`src/rtl/pgwr_pkg.sv`:
```
package pgwr_pkg;
    typedef enum logic [1:0] {
        ST_IDLE = 2'd0,
        ST_LOAD = 2'd1,
        ST_PROG = 2'd2
    } pgwr_state_e;
endpackage

```
`src/rtl/pgwr_strobe.sv`:
```
// Host strobe qualifier: detects start (address sample) and end (data sample)
module pgwr_strobe #(
    parameter int ADDR_W = 15
) (
    input  logic              clk,
    input  logic              arst_n,
    input  logic [ADDR_W-1:0] addr,
    input  logic              cs_n,
    input  logic              we_n,
    input  logic              oe_n,
    input  logic              hrst_n,
    output logic              active,
    output logic              done,
    output logic [ADDR_W-1:0] addr_q
);
    logic both_low;
    logic act_q;

    assign both_low = !cs_n && !we_n;
    assign active   = both_low && oe_n && hrst_n;
    // data sampled when the first strobe rises after a qualified strobe
    assign done     = act_q && !both_low && oe_n && hrst_n;

    always_ff @(posedge clk or negedge arst_n) begin
        if (!arst_n) begin
            act_q  <= 1'b0;
            addr_q <= '0;
        end else begin
            act_q <= active;
            if (active && !act_q)
                addr_q <= addr;   // fall of the later strobe
        end
    end
endmodule

```
`src/rtl/pgwr_count.sv`:
```
// Up counter with synchronous clear
module pgwr_count #(
    parameter int W = 8
) (
    input  logic         clk,
    input  logic         arst_n,
    input  logic         clr,
    output logic [W-1:0] cnt
);
    always_ff @(posedge clk or negedge arst_n) begin
        if (!arst_n)  cnt <= '0;
        else if (clr) cnt <= '0;
        else          cnt <= cnt + 1'b1;
    end
endmodule

```
`src/rtl/pgwr_pagebuf.sv`:
```
// Page byte lanes with per-lane valid flag
module pgwr_pagebuf #(
    parameter int OFS_W  = 6,
    parameter int DATA_W = 8
) (
    input  logic                          clk,
    input  logic                          arst_n,
    input  logic                          wr,
    input  logic [OFS_W-1:0]              ofs,
    input  logic [DATA_W-1:0]             din,
    input  logic                          clr,
    output logic [(1<<OFS_W)-1:0]         mask,
    output logic [(1<<OFS_W)*DATA_W-1:0]  data
);
    localparam int NB = 1 << OFS_W;

    for (genvar i = 0; i < NB; i++) begin : g_lane
        logic              vld;
        logic [DATA_W-1:0] byt;
        always_ff @(posedge clk or negedge arst_n) begin
            if (!arst_n) begin
                vld <= 1'b0;
                byt <= '0;
            end else if (clr) begin
                vld <= 1'b0;
            end else if (wr && ofs == OFS_W'(i)) begin
                vld <= 1'b1;
                byt <= din;
            end
        end
        assign mask[i]                   = vld;
        assign data[i*DATA_W +: DATA_W]  = byt;
    end
endmodule

```
`src/rtl/pgwr_ctrl.sv`:
```
module pgwr_ctrl
    import pgwr_pkg::*;
#(
    parameter int ADDR_W   = 15,
    parameter int DATA_W   = 8,
    parameter int OFS_W    = 6,
    parameter int WIN_CYC  = 3750,
    parameter int PROG_CYC = 1250000
) (
    input  logic                                clk,
    input  logic                                arst_n,
    input  logic [ADDR_W-1:0]                   hst_addr,
    input  logic [DATA_W-1:0]                   hst_din,
    input  logic                                hst_cs_n,
    input  logic                                hst_we_n,
    input  logic                                hst_oe_n,
    input  logic                                hst_rst_n,
    output logic                                busy,
    output logic                                commit,
    output logic [ADDR_W-OFS_W-1:0]             commit_page,
    output logic [(1<<OFS_W)-1:0]               commit_mask,
    output logic [(1<<OFS_W)*DATA_W-1:0]        commit_data
);
    localparam int PAGE_W = ADDR_W - OFS_W;
    localparam int WIN_W  = $clog2(WIN_CYC + 1);
    localparam int PRG_W  = $clog2(PROG_CYC + 1);

    pgwr_state_e state, state_nx;

    logic              stb_act, stb_done;
    logic [ADDR_W-1:0] stb_addr;
    logic [WIN_W-1:0]  win_cnt;
    logic [PRG_W-1:0]  prg_cnt;
    logic              win_hit, prg_hit, byte_wr, buf_clr;
    logic [PAGE_W-1:0] page_q;

    pgwr_strobe #(.ADDR_W(ADDR_W)) u_stb (
        .clk(clk), .arst_n(arst_n), .addr(hst_addr),
        .cs_n(hst_cs_n), .we_n(hst_we_n), .oe_n(hst_oe_n), .hrst_n(hst_rst_n),
        .active(stb_act), .done(stb_done), .addr_q(stb_addr)
    );

    pgwr_count #(.W(WIN_W)) u_win (
        .clk(clk), .arst_n(arst_n),
        .clr(state != ST_LOAD || stb_done || stb_act),
        .cnt(win_cnt)
    );

    pgwr_count #(.W(PRG_W)) u_prg (
        .clk(clk), .arst_n(arst_n),
        .clr(state != ST_PROG),
        .cnt(prg_cnt)
    );

    assign win_hit = (win_cnt == WIN_W'(WIN_CYC - 1)) && !stb_act;
    assign prg_hit = (prg_cnt == PRG_W'(PROG_CYC - 1));
    assign byte_wr = stb_done && (state != ST_PROG);
    assign buf_clr = commit || !hst_rst_n;

    pgwr_pagebuf #(.OFS_W(OFS_W), .DATA_W(DATA_W)) u_buf (
        .clk(clk), .arst_n(arst_n), .wr(byte_wr),
        .ofs(stb_addr[OFS_W-1:0]), .din(hst_din), .clr(buf_clr),
        .mask(commit_mask), .data(commit_data)
    );

    // next-state logic
    always_comb begin
        state_nx = state;
        unique case (state)
            ST_IDLE: if (stb_done) state_nx = ST_LOAD;   // T_FIRST
            ST_LOAD: if (win_hit)  state_nx = ST_PROG;   // T_EXPIRE
            ST_PROG: if (prg_hit)  state_nx = ST_IDLE;   // T_DONE
            default:               state_nx = ST_IDLE;
        endcase
        if (!hst_rst_n) state_nx = ST_IDLE;              // T_ABORT
    end

    // state register
    always_ff @(posedge clk or negedge arst_n) begin
        if (!arst_n) state <= ST_IDLE;
        else         state <= state_nx;
    end

    // page number frozen by the first byte of the page
    always_ff @(posedge clk or negedge arst_n) begin
        if (!arst_n)
            page_q <= '0;
        else if (state == ST_IDLE && stb_done)
            page_q <= stb_addr[ADDR_W-1:OFS_W];
    end

    // outputs
    always_comb begin
        busy        = (state == ST_PROG);
        commit      = (state == ST_PROG) && prg_hit && hst_rst_n;
        commit_page = page_q;
    end
endmodule

```
`config.mk`:
```
export PLATFORM = sky130hd
export DESIGN_NAME = pgwr_ctrl
export DESIGN_NICKNAME = d
export VERILOG_FILES = /design/src/rtl/pgwr_pkg.sv /design/src/rtl/pgwr_strobe.sv /design/src/rtl/pgwr_count.sv /design/src/rtl/pgwr_pagebuf.sv /design/src/rtl/pgwr_ctrl.sv
export SDC_FILE = /design/constraint.sdc
export NUM_CORES = 1
export LEC_CHECK = 0
export ABC_AREA = 1
export ABC_CLOCK_PERIOD_IN_PS = 4750
export BUFFER_PORTS_ARGS = -buffer_cell sky130_fd_sc_hd__buf_2
export CORE_MARGIN = 4
export CORE_UTILIZATION = 50
export CTS_CLUSTER_SIZE = 8
export DETAILED_ROUTE_END_ITERATION = 8
export PLACE_DENSITY = 0.79
export RECOVER_POWER = 100
export SLEW_MARGIN = 20
export SYNTH_ARGS = -nofsm -noshare
export SYNTH_HDL_FRONTEND = slang
export SYNTH_HIERARCHICAL = 1
export SYNTH_SLANG_ARGS = --single-unit
```
`constraint.sdc`:
```
create_clock -name clk -period 4.75 [get_ports clk]
set_input_delay 0.475 -clock clk [delete_from_list [all_inputs] [get_ports clk]]
set_output_delay 0.475 -clock clk [all_outputs]
set_load 0.01 [all_outputs]
```
After elaboration in Yosys (flattened, before gate mapping)
Index checks and enable logic that the tools add are counted.

cells by class
  $add $sub $neg = 2
  shift-type cells = 0
  reductions and logical operators = 216
  mux-type cells = 135
  magnitude comparators = 0
  divide/modulo/power cells = 0
  multiply operators = 0
  eq/ne operators = 72
  bitwise logic cells = 1

operators by type and width
  cell                   number
  $eq 6x6->1 const B     32
  $mux 1                 128
  $reduce_and 2->1       64
  $reduce_bool 2->1      64
  $eq 6x5->1 const B     16
  $logic_and 1x1->1      76
  $eq 6x4->1 const B     8
  $eq 6x3->1 const B     4
  $add 21x1->21 const B  1
  $eq 21x21->1 const B   1
  $mux 21                1
  $add 12x1->12 const B  1
  $eq 12x12->1 const B   1
  $eq 6x2->1 const B     2
  $mux 12                1
  $mux 2                 4
  $eq 6x1->1 const B     1
  $logic_not 1->1        6
  $logic_not 6->1        1
  $ne 3x3->1 const B     2
  $pmux 2 s3             1
  $logic_or 1x1->1       3
  $ne 3x2->1 const B     1
  $reduce_and 3->1       1
  other kinds (6)        6

storage, ports and cells
  latch bits = 0
  output and inout bits = 587
  memory bits (read-only) = 0
  register bits = 636
  logic and storage cells = 560
  memories kept = 0
  memory bits (writable) = 0
  input bits = 29

Longest topological paths before layout
  word-level depth = 10
  mapped depth = 13
  gate-level depth less buffers = 12

By module
Netlist, hierarchy kept.

by module, submodules not included
  module              seq. area each (sq um)  times used  area each (sq um)  cells an instance
  pgwr_pagebuf        14,413.8                1           23,097.2           2,590
  pgwr_count (u_prg)  525.5                   1           1,208.7            164
  pgwr_strobe         400.4                   1           701.9              72
  pgwr_ctrl           275.3                   1           635.6              81
  pgwr_count (u_win)  300.3                   1           616.8              77

Worst setup path after synthesis
No wires, ideal clock.

  kind = input to register
  start point = input hst_we_n
  end point = register u_buf.g_lane[36].byt[0]
  path buffers = 2
  arrival time = 2.203 ns
  slack = 2.430 ns
  data required time = 4.633 ns
  stages on the path = 11
  library setup time = 0.117 ns
  cells stage by stage = nor2_4 buf_4 nor3_1 inv_1 nor2_1 nand2_1 nor2_2 clkbuf_1 nand2_1 nand2_1 nand2_1

between the ends
  word-level cells in the longest chain between the ends = 9

ends and longest elaborated chain
  element                            RTL line            RTL
  start, declared                    pgwr_ctrl.sv:15     input logic hst_we_n,
  $logic_not 1->1                    pgwr_strobe.sv:19   assign both_low = !cs_n && !we_n;
  $logic_and 1x1->1                  pgwr_strobe.sv:19
  $logic_not 1->1                    pgwr_strobe.sv:22   assign done = act_q && !both_low && oe_n && hrst_n;
  $logic_and 1x1->1 (3 in series)    pgwr_strobe.sv:22
  net stb_done                       pgwr_ctrl.sv:30     logic stb_act, stb_done;
  $logic_and 1x1->1                  pgwr_ctrl.sv:57     assign byte_wr = stb_done && (state != ST_PROG);
  net byte_wr                        pgwr_ctrl.sv:34     logic win_hit, prg_hit, byte_wr, buf_clr;
  $logic_and 1x1->1                  pgwr_pagebuf.sv:26  end else if (wr && ofs == OFS_W'(i)) begin
  $reduce_and 2->1 (no source line)  --
  end signal, assigned               pgwr_pagebuf.sv:28  byt <= din;
  end, declared                      pgwr_pagebuf.sv:19  logic [DATA_W-1:0] byt;

The timed path passes the listed nets, and every way through them passes these cells.
A chain may end at the register's enable or synchronous reset.

Worst setup path in the final report
  start point = register u_stb.act_q
  end point = register u_buf.g_lane[25].byt[4]

between the ends
  word-level cells in the longest chain between the ends = 6

ends and longest elaborated chain
  element                            RTL line            RTL
  start, declared                    pgwr_strobe.sv:17   logic act_q;
  start signal, assigned             pgwr_strobe.sv:29   act_q <= active;
  $logic_and 1x1->1 (3 in series)    pgwr_strobe.sv:22
  net stb_done                       pgwr_ctrl.sv:30
  $logic_and 1x1->1                  pgwr_ctrl.sv:57
  net byte_wr                        pgwr_ctrl.sv:34
  $logic_and 1x1->1                  pgwr_pagebuf.sv:26
  $reduce_and 2->1 (no source line)  --
  end signal, assigned               pgwr_pagebuf.sv:28
  end, declared                      pgwr_pagebuf.sv:19

The timed path passes the listed nets, and every way through them passes these cells.

==> impl_summary.txt <==
----------------------------------------------------
[Floorplan]
  Die Height ... between 200 and 250 um
  Number of rows in the core area ... 83
  Initial core utilization ... 50.9%
  Die Footprint ... 56,300 um^2
  Standard cell core area ... 51,600 um^2
  Chip width ... 237 um
  Number of top-level pins ... 616

[Timing]
  Unrepaired setup endpoints after global routing ... false
  Tightest Pin Transition ... 3.15 ns
  Setup-violating endpoint count in the final report ... 0
  Clock Skew ... around 0.020 ns
  Worst slew margin ... -110%
  Total count of hold-check failures in the final report ... 0
  Period utilisation layout ... 80.7%
  Max Clk Rate ... 0.261 GHz
  Max-slew violations ... approximately 260
  Total Neg Setup Slack ... 0 ns
  Worst-case hold slack ... 0.102 ns
  Time the final worst path needs with I/O delays and setup ... approximately 3.8 ns

[Global route]
  Via count of the first global-routing pass ... ~22,000
  Wire length of the first global-routing pass ... 136 mm
  Leftover overflow at the end of global routing ... 0
  Largest net degree at the start of global routing ... 145
  Number of antenna violations at the first check in global routing ... 0
  GRT Total Usage ... 30.9%

[Logic synthesis]
  Number of enable flip-flop cells after synthesis ... 0
  Fraction of synthesized cell area taken by the top area cell type ... 60.6%
  Total standard cell area after synthesis ... 26,300 um^2
  Most frequent cell after synthesis ... sky130_fd_sc_hd__nand2_1
  Ys async rst share ... 100%
  Synth Warn # ... 6
  Total of flip-flops plus latches after synthesis ... 636
  Mean instance size in the synthesized netlist ... 8.80 um^2
  Primary FF master, synth ... sky130_fd_sc_hd__dfrtp_1
  Top area cells in the synthesized netlist ... sky130_fd_sc_hd__dfrtp_1 61%, sky130_fd_sc_hd__nand2_1 19%, sky130_fd_sc_hd__nand3_1 10%
  Most used standard cells in the synthesized netlist ... 1,313 x sky130_fd_sc_hd__nand2_1, 636 x sky130_fd_sc_hd__dfrtp_1, 538 x sky130_fd_sc_hd__nand3_1
  Sequential-to-total area share from yosys stat ... 60.6%
  Cells after synthesis ... roughly 3,000
  Biggest area consumer among synthesized cells ... sky130_fd_sc_hd__dfrtp_1
  Count of unique library cells instantiated by Yosys ... 30
  Synth Net Count ... 3,015

[Clock network]
  Worst skew pair latency ... ~0.62 ns
  Number of buffers added for setup after CTS ... 0
  CTS tree ... yes
  Inserted Clock Buffers ... 89
  Deepest level of the CTS H-tree ... 3
  Buffer levels on the longest clock path ... 3
  Clock-pin slew reported for the worst setup and hold paths after clock tree synthesis ... ~0.050 ns
  Count of clock tree sinks ... 636
  Clock tree root driver cell ... sky130_fd_sc_hd__clkbuf_16

[Worst setup path]
  Required time at the worst-slack endpoint ... 5.23 ns
  Setup crit start kind ... flop
  Top fanout value on the critical path ... 144
  Critical Path AT ... 4.32 ns
  Kind of critical path ... reg -> reg
  FF-to-FF path depth ... 10
  Launching instance or port of the critical path ... u_stb/act_q
  Minimum setup slack among reg-to-reg paths ... 0.92 ns
  Nature of the critical path endpoint ... flop
  Worst R2R End ... u_buf/g_lane[25].byt[4]
  Capturing instance or port of the critical path ... u_buf/g_lane[25].byt[4]
  Crit Reg-Reg Startpoint ... u_stb/act_q

[Outcome]
  Result of the run ... finished with violations
  Failing checks ... capacitance limit, slew limit

[Route]
  Per-cell routed wire length ... around 22 um
  Count of antenna-violating nets left after detailed routing ... 0
  DRC marker count from the first detailed-route iteration ... around 2,600
  Via density ... 5.63
  Iteration count of the initial detailed-routing pass ... 6
  DRC violations left ... 0
  Via count ... 23,500
  Wire length reported by the detailed router ... 90.5 mm

[Worst hold path]
  Hold wc startpoint ... hst_cs_n
  Class of the most critical hold timing path ... in -> reg

[Power and ir drop]
  Power Internal ... 8.99 mW
  Sequential share of power ... a little under half
  Combinational share of power ... under 10%
  Switching power ... 2.87 mW
  Leakage dissipation ... 16.5 nW
  Share of total power in the clock network ... a little under half
  IR drop worst, VDD ... between 0.2 and 0.3 mV
  P per Cell Area ... 384 nW/um^2
  Sw Ratio ... about a quarter

[Flow run]
  Max-cap violation count ... 2

[Finish]
  Layout filler cell count ... 4,650
  Layout cell share with drive strength beyond 1 ... 6.12%
  P&R area growth vs syn ... 17.6%
  Final-stage net count ... 3,519

[Placed design]
  Estimated wirelength of the detail-placed design ... 58.3 mm
  Quantity of I/O buffers inserted on ports ... 615
  Final GP Congestion ... 0.873

----------------------------------------------------
## critical path, cell delays in order, from the launching register on
cell	delay (ns)
sky130_fd_sc_hd__dfrtp_1	0.31
sky130_fd_sc_hd__inv_1	0.24
sky130_fd_sc_hd__nor3_1	0.44
sky130_fd_sc_hd__inv_1	0.11
sky130_fd_sc_hd__nor2_1	0.15
sky130_fd_sc_hd__inv_1	0.08
sky130_fd_sc_hd__nor3_1	0.16
sky130_fd_sc_hd__clkbuf_4	1.13
sky130_fd_sc_hd__nand2_1	0.57
sky130_fd_sc_hd__nand2_1	0.20
sky130_fd_sc_hd__nand2_1	0.09
## registers in the layout, indices dropped and copies added, names as in the netlist
| signal | cells |
|---|---|
| state | 2 |
| u_win/cnt | 12 |
| u_buf/g_lane.byt | 512 |
| u_prg/cnt | 21 |
| u_stb/addr_q | 15 |
| u_stb/act_q | 1 |
| u_buf/g_lane.vld | 64 |
| commit_page | 9 |
## power groups by stage
stage          registers, mW  logic, mW  clock network, mW
5_1_grt                 5.59      0.761               5.89
3_3_place_gp            5.67      0.711                  0
2_1_floorplan           5.67      0.355                  0
3_5_place_dp            5.67      0.717                  0
4_1_cts                 5.59      0.722               5.65
6_report                5.59      0.697               5.58
## layout make-up
cell class | count | area, um^2 | share of cell area [%]
antenna | 1 | 2.50 | 0.00810
tap | 680 | 851 | 2.75
clock buffer | 93 | 2270 | 7.36
timing repair buffer | 657 | 2760 | 8.92
sequential | 636 | 15900 | 51.5
multi-input combinational | 2049 | 8800 | 28.5
inverter | 55 | 221 | 0.717
clock inverter | 5 | 77.6 | 0.251
## metal layers
layer  wire, um  track usage, %  vias up
li1           -               -    10400
met2      42500            49.6     1438
met4       4340            13.3        0
met5          0               0        -
met1      33500            40.5    11400
met3      10100            7.74      259
## what timing repair did
action,CTS,global route
resized for setup,0,0
hold endpoints to repair,34,0
endpoints found under the setup margin,0,0
hold buffers,1,0
## metrics by stage
| stage | worst slack (ns) | power [mW] | std cells | instance area, um^2 | utilization (%) |
|---|---|---|---|---|---|
| after floorplan | 2.43 | 6.03 | 2984 | 26300 | - |
| after global placement | 1.73 | 6.38 | 4076 | 29400 | 56.9 |
| after detailed placement | 1.67 | 6.39 | 4076 | 29400 | 56.9 |
| after CTS | 1.62 | 12.0 | 4175 | 31700 | 61.5 |
| after global routing | 0.694 | 12.2 | 4175 | 30900 | 59.9 |
| final | 0.916 | 11.9 | 4176 | 30900 | 59.9 |
## kinds of logic after synthesis
group	share of synthesized area, %
AND/OR/NAND/NOR	32.6
flip-flops	60.6
buffers and inverters	5.70
AO/OA/AOI/OAI	0.534
multiplexers	0.386
adder cells (fa/ha/maj)	0.0953
XOR/XNOR	0.0334
## worst min path at each step
stage / endpoint / cells past startpoint
2_1_floorplan: commit_page[0] / 0
3_3_place_gp: u_buf/g_lane[36].byt[2] / 2
3_5_place_dp: u_buf/g_lane[48].byt[2] / 2
4_1_cts: u_stb/act_q / 2
5_1_grt: u_stb/act_q / 2
6_report: u_stb/act_q / 2
## cell usage in the layout (no fill, tap or decap), types with 14 or more instances in the layout
cell / instances
sky130_fd_sc_hd__nand2_1: 1318
sky130_fd_sc_hd__clkbuf_16: 90
sky130_fd_sc_hd__buf_4: 26
sky130_fd_sc_hd__dfrtp_1: 636
sky130_fd_sc_hd__nor2_1: 77
sky130_fd_sc_hd__nand3_1: 541
sky130_fd_sc_hd__a21oi_1: 14
sky130_fd_sc_hd__nor2_4: 21
sky130_fd_sc_hd__clkbuf_1: 593
sky130_fd_sc_hd__inv_1: 48
sky130_fd_sc_hd__buf_2: 26
sky130_fd_sc_hd__nand4_1: 24
Note: power is estimated with default switching activity, not from simulation.
